--- src/rtl/jamctl_pkg.sv ---
package jamctl_pkg;

    localparam int STAT_W       = 16;
    localparam int POS_UNDERRUN = 8;
    localparam int POS_CTS      = 9;
    localparam int POS_CARRIER  = 10;
    localparam int POS_RETRY    = 12;

    typedef enum logic [2:0] {
        ST_IDLE,
        ST_ACTIVE,
        ST_PEND,
        ST_JAM,
        ST_SPENT
    } jam_state_t;

    typedef struct packed {
        logic underrun;
        logic cts_lost;
        logic carrier_lost;
        logic retry_limit;
    } abort_cause_t;

    function automatic logic any_cause(input abort_cause_t c);
        return c.underrun | c.cts_lost | c.carrier_lost | c.retry_limit;
    endfunction

    function automatic logic [STAT_W-1:0] place_status(input abort_cause_t c);
        logic [STAT_W-1:0] w;
        w               = '0;
        w[POS_UNDERRUN] = c.underrun;
        w[POS_CTS]      = c.cts_lost;
        w[POS_CARRIER]  = c.carrier_lost;
        w[POS_RETRY]    = c.retry_limit;
        return w;
    endfunction

endpackage

--- src/rtl/jamctl_trigger.sv ---
module jamctl_trigger
    import jamctl_pkg::*;
#(
    parameter int BL_W        = 16,
    parameter int LATE_WINDOW = 11
) (
    input  abort_cause_t    cause,
    input  logic            collision,
    input  logic [BL_W-1:0] bits_left,
    output logic            req
);
    localparam logic [BL_W-1:0] WINDOW = BL_W'(LATE_WINDOW);

    logic early_collision;

    always_comb begin
        early_collision = collision && (bits_left > WINDOW);
        req             = any_cause(cause) | early_collision;
    end

endmodule

--- src/rtl/jamctl_status.sv ---
module jamctl_status
    import jamctl_pkg::*;
(
    input  logic              clk,
    input  logic              rst,
    input  logic              clear,
    input  logic              enable,
    input  abort_cause_t      cause,
    output logic [STAT_W-1:0] status
);
    logic [STAT_W-1:0] status_q;

    always_ff @(posedge clk) begin
        if (rst || clear) begin
            status_q <= '0;
        end else if (enable) begin
            status_q <= status_q | place_status(cause);
        end
    end

    assign status = status_q;

    AST_STATUS_STICKY: assert property (@(posedge clk) disable iff (rst)
        !clear |=> ((status_q & $past(status_q)) == $past(status_q)));

endmodule

--- src/rtl/jamctl_seq.sv ---
module jamctl_seq #(
    parameter int JAM_BITS = 32
) (
    input  logic clk,
    input  logic rst,
    input  logic active,
    input  logic bit_tick,
    output logic last,
    output logic pattern
);
    localparam int CNT_W = $clog2(JAM_BITS) + 1;
    localparam logic [CNT_W-1:0] LAST_IDX = CNT_W'(JAM_BITS - 1);

    logic [CNT_W-1:0] cnt_q;

    always_ff @(posedge clk) begin
        if (rst || !active) begin
            cnt_q <= '0;
        end else if (bit_tick) begin
            cnt_q <= cnt_q + 1'b1;
        end
    end

    always_comb begin
        last    = active && bit_tick && (cnt_q == LAST_IDX);
        pattern = active && !cnt_q[0];
    end

    AST_SEQ_BOUND: assert property (@(posedge clk) disable iff (rst)
        active |-> (cnt_q <= LAST_IDX));

endmodule

--- src/rtl/tx_jam_ctrl.sv ---
module tx_jam_ctrl
    import jamctl_pkg::*;
#(
    parameter int BL_W        = 16,
    parameter int LATE_WINDOW = 11,
    parameter int JAM_BITS    = 32
) (
    input  logic              clk,
    input  logic              rst,
    input  logic              frame_start,
    input  logic              bit_tick,
    input  logic              preamble_done,
    input  logic              collision,
    input  logic [BL_W-1:0]   bits_left,
    input  logic              cause_underrun,
    input  logic              cause_cts_lost,
    input  logic              cause_carrier_lost,
    input  logic              cause_retry_limit,
    output logic              jam_en,
    output logic              jam_bit,
    output logic              jam_done,
    output logic [STAT_W-1:0] status
);
    jam_state_t   state_q;
    abort_cause_t cause;
    logic         req;
    logic         seq_last;
    logic         seq_pattern;
    logic         done_q;
    logic         in_jam;
    logic         stat_en;

    always_comb begin
        cause.underrun     = cause_underrun;
        cause.cts_lost     = cause_cts_lost;
        cause.carrier_lost = cause_carrier_lost;
        cause.retry_limit  = cause_retry_limit;
        in_jam             = (state_q == ST_JAM);
        stat_en            = (state_q != ST_IDLE) && !frame_start;
    end

    jamctl_trigger #(
        .BL_W        (BL_W),
        .LATE_WINDOW (LATE_WINDOW)
    ) u_trigger (
        .cause     (cause),
        .collision (collision),
        .bits_left (bits_left),
        .req       (req)
    );

    jamctl_status u_status (
        .clk    (clk),
        .rst    (rst),
        .clear  (frame_start),
        .enable (stat_en),
        .cause  (cause),
        .status (status)
    );

    jamctl_seq #(
        .JAM_BITS (JAM_BITS)
    ) u_seq (
        .clk      (clk),
        .rst      (rst),
        .active   (in_jam),
        .bit_tick (bit_tick),
        .last     (seq_last),
        .pattern  (seq_pattern)
    );

    always_ff @(posedge clk) begin
        if (rst) begin
            state_q <= ST_IDLE;
            done_q  <= 1'b0;
        end else begin
            done_q <= 1'b0;
            if (frame_start) begin
                state_q <= ST_ACTIVE;
            end else begin
                case (state_q)
                    ST_ACTIVE: begin
                        if (req) state_q <= preamble_done ? ST_JAM : ST_PEND;
                    end
                    ST_PEND: begin
                        if (preamble_done) state_q <= ST_JAM;
                    end
                    ST_JAM: begin
                        if (seq_last) begin
                            state_q <= ST_SPENT;
                            done_q  <= 1'b1;
                        end
                    end
                    default: state_q <= state_q;
                endcase
            end
        end
    end

    assign jam_en   = in_jam;
    assign jam_bit  = seq_pattern;
    assign jam_done = done_q;

    AST_JAM_AFTER_PREAMBLE: assert property (@(posedge clk) disable iff (rst)
        $rose(jam_en) |-> $past(preamble_done));

    AST_DONE_ENDS_JAM: assert property (@(posedge clk) disable iff (rst)
        jam_done |-> (!jam_en && $past(jam_en)));

    AST_QUIET_WHEN_OFF: assert property (@(posedge clk) disable iff (rst)
        !jam_en |-> !jam_bit);

    AST_LATE_COLLISION_IGNORED: assert property (@(posedge clk) disable iff (rst)
        (state_q == ST_ACTIVE && !frame_start && collision &&
         bits_left <= BL_W'(LATE_WINDOW) && !any_cause(cause)) |=> !jam_en);

    AST_ONE_JAM: assert property (@(posedge clk) disable iff (rst)
        (state_q == ST_SPENT && !frame_start) |=> !jam_en);

endmodule

--- config.mk ---
export PLATFORM = sky130hd
export DESIGN_NAME = tx_jam_ctrl
export DESIGN_NICKNAME = d
export VERILOG_FILES = /design/src/rtl/jamctl_pkg.sv /design/src/rtl/jamctl_trigger.sv /design/src/rtl/jamctl_status.sv /design/src/rtl/jamctl_seq.sv /design/src/rtl/tx_jam_ctrl.sv
export SDC_FILE = /design/constraint.sdc
export NUM_CORES = 1
export LEC_CHECK = 0
export ABC_AREA = 1
export CAP_MARGIN = 20
export CORE_ASPECT_RATIO = 0.7
export CORE_MARGIN = 4
export CORE_UTILIZATION = 35
export DETAILED_ROUTE_END_ITERATION = 7
export GPL_ROUTABILITY_DRIVEN = 0
export MAX_ROUTING_LAYER = met4
export PLACE_DENSITY = 0.83
export SLEW_MARGIN = 10
export SYNTH_ARGS = -nofsm -noshare
export SYNTH_HDL_FRONTEND = slang
export SYNTH_HIERARCHICAL = 1
export SYNTH_SLANG_ARGS = --single-unit
export TNS_END_PERCENT = 1
--- constraint.sdc ---
create_clock -name clk -period 2.3 [get_ports clk]
set_clock_uncertainty 0.2 [all_clocks]
set_input_delay 0.23 -clock clk [delete_from_list [all_inputs] [get_ports clk]]
set_output_delay 0.23 -clock clk [all_outputs]
set_load 0.01 [all_outputs]
==> results.sh <==
export IMPL_status="completed"
export IMPL_ys_flop_type="dfxtp_1"
export IMPL_num_rows=14
export IMPL_dp_hpwl_mm=1.66
export IMPL_setup_ws_ps=165
export IMPL_final_hold_violation_count=0
export IMPL_critPathCaptureType="primary output"
export IMPL_vdd_ir_drop_max_v=0.000266
export IMPL_wl_per_cell_um=9.97
export IMPL_dp_cells=194
export IMPL_path_cells="inv_2 -> nor2_2 -> inv_1 -> nor2_1 -> clkdlybuf4s50_1"
export IMPL_area_growth_pct=37.9
export IMPL_die_area_mm2=0.00329
export IMPL_grt_start_max_net_pins=8
export IMPL_synth_distinct_cells=19
export IMPL_die_width_um=66.8
export IMPL_dr_pass1_iters=4
export IMPL_cts_tree="built"
export IMPL_setup_violations=0
export IMPL_grt_pass1_vias=793
export IMPL_finalNetCount=194
export IMPL_hold_slack_ps=313
export IMPL_criticalPathCategory="flip-flop to primary output"
export IMPL_insertion_delay_ps=280
export IMPL_drt_iter0_markers=21
export IMPL_clock_path_buffers=2
export IMPL_layout_drive_gt1_share_pct=9.70
export IMPL_synth_area_um2=848
export IMPL_yosysMostFrequentCell="nand2_1"
export IMPL_synth_common_cells="nand2_1 (39), inv_1 (17), nor2_1 (17)"
export IMPL_max_freq_mhz=468
export IMPL_synth_cells=132
export IMPL_yosysTopAreaCellShare_pct=33.0
export IMPL_n_antenna_cell=0
export IMPL_syn_area_per_cell_um2=6.43
export IMPL_post_route_min_period_ps=2130
export IMPL_root_buffer="clkbuf_4"
export IMPL_cts_setup_buffers=0
export IMPL_worstSetupStartpointType="flip-flop"
export IMPL_track_usage_pct=13.3
export IMPL_io_buffers=30
export IMPL_ys_top_cells_by_area="dfxtp_1 (33%), nand2_1 (17%), buf_4 (11%), inv_1 (7.5%), nor2_1 (7.5%)"
export IMPL_yosysTopAreaCell="dfxtp_1"
export IMPL_dp_slack_ps=332
export IMPL_ys_warn_count=6
export IMPL_leakagePower_uw=0.000535
export IMPL_clock_sinks=14
export IMPL_overflow=0
export IMPL_cts_buffers=3
export IMPL_synth_async_reset_ratio_pct=0
export IMPL_core_area_mm2=0.00222
export IMPL_hold_buffers=0
export IMPL_path_delay_family="buffers and inverters"
export IMPL_top_level_ports=45
export IMPL_start_util_pct=38.1
export IMPL_cp_num_buf_inv=3
export IMPL_grt_first_pass_wirelength_mm=3.33
export IMPL_p_per_area_mw_per_mm2=416
export IMPL_rsz0062_at_grt="false"
export IMPL_slowest_delay_ps=540
export IMPL_wl_mm=1.97
export IMPL_required_ps=1870
export IMPL_fin_tns_setup_ps=0
export IMPL_crit_slowest_cell="clkdlybuf4s50_1"
export IMPL_fin_crit_sh_pct=92.8
export IMPL_antenna_found_initial=0
export IMPL_fin_util_pct=52.6
export IMPL_ant_nets=0
export IMPL_timing_critical_path_fanout_max=5
export IMPL_synth_enable_flop_cells=0
export IMPL_synth_seq_cells=14
export IMPL_max_cap_violations=0
export IMPL_die_y_um=49.2
export IMPL_layoutNonFillerInstCount=197
export IMPL_vias_per_cell=4.28
export IMPL_vias=844
export IMPL_clk_pin_slew_ps=80
export IMPL_cp_arrival_ps=1700
export IMPL_drc=0
export IMPL_hold_class="flip-flop to flip-flop"
export IMPL_cts_resized=0
export IMPL_finalMaxSlewViolations=0
export IMPL_synth_seq_area_share_pct=33.0
export IMPL_htree_levels=1
[report_power, final]
part	internal, uW	switching [uW]	leakage, uW	total [uW]
clock	60.7	73.2	0.0000138	134
combinational	54.4	47.3	0.000408	102
sequential	247	3.64	0.000113	251
[worst min-delay path, stage by stage (launching register included)]
cell and delay (ps):
dfxtp_1 360, a21oi_1 50, nor2_1 70
[path summary, 6_finish.rpt]
check / from / to / slack (ps) / depth (start not counted)
hold / removal: u_seq/cnt_q[4] / u_seq/cnt_q[4] / 310 / 2
setup / recovery: state_q[1] / jam_bit / 170 / 5
setup reg to reg: state_q[1] / state_q[1] / 370 / 12
hold reg to reg: u_seq/cnt_q[4] / u_seq/cnt_q[4] / 310 / 2
[placed cells by master (no fill, tap or decap), drive strengths merged]
cell type	synthesis	routed
ha	1	1
a21oi	6	6
a31oi	1	1
nand3	7	7
nand2	43	43
or2	1	1
buf	12	1
clkbuf	0	3
nor2	21	21
conb	1	12
clkdlybuf4s50	0	30
nor4	2	2
inv	19	19
o21ai	3	3
dfxtp	14	14
nor3	1	1
[cell families (layout without fill, tap and decap cells)]
group                    count (synthesis)  after routing  share of synthesized area, %
AO/OA/AOI/OAI                           10             10                          6.05
adder cells (fa/ha/maj)                  1              1                          1.47
buffers and inverters                   31             53                          19.0
flip-flops                              14             14                          33.0
other                                    1             12                         0.442
AND/OR/NAND/NOR                         75             75                          40.0
[area by class of cell]
class                           instances  area [um^2]
Fill cell                             220         1050
Multi-Input combinational cell         98          448
Timing Repair Buffer                   31          308
Sequential cell                        14          280
Inverter                               19         71.3
Tap cell                               32         40.0
Clock buffer                            3         22.5
[through the flow]
stage	power [uW]	instance area, um^2
CTS	492	1170
floorplan	314	890
global placement	354	1150
finish	486	1170
global route	522	1170
detailed placement	357	1150
[sequential cells by signal (all words and copies together) (netlist names)]
register         count
jam_done             1
state_q              3
u_status/status      4
u_seq/cnt_q          6
[routing by layer]
layer / global-route usage [%] / routed length (um)
met3: 4.38 / 109
met4: 3.04 / 28
met1: 15.8 / 872
met5: - / 0
met2: 21.7 / 955
Power figures use the tool's default switching activity.
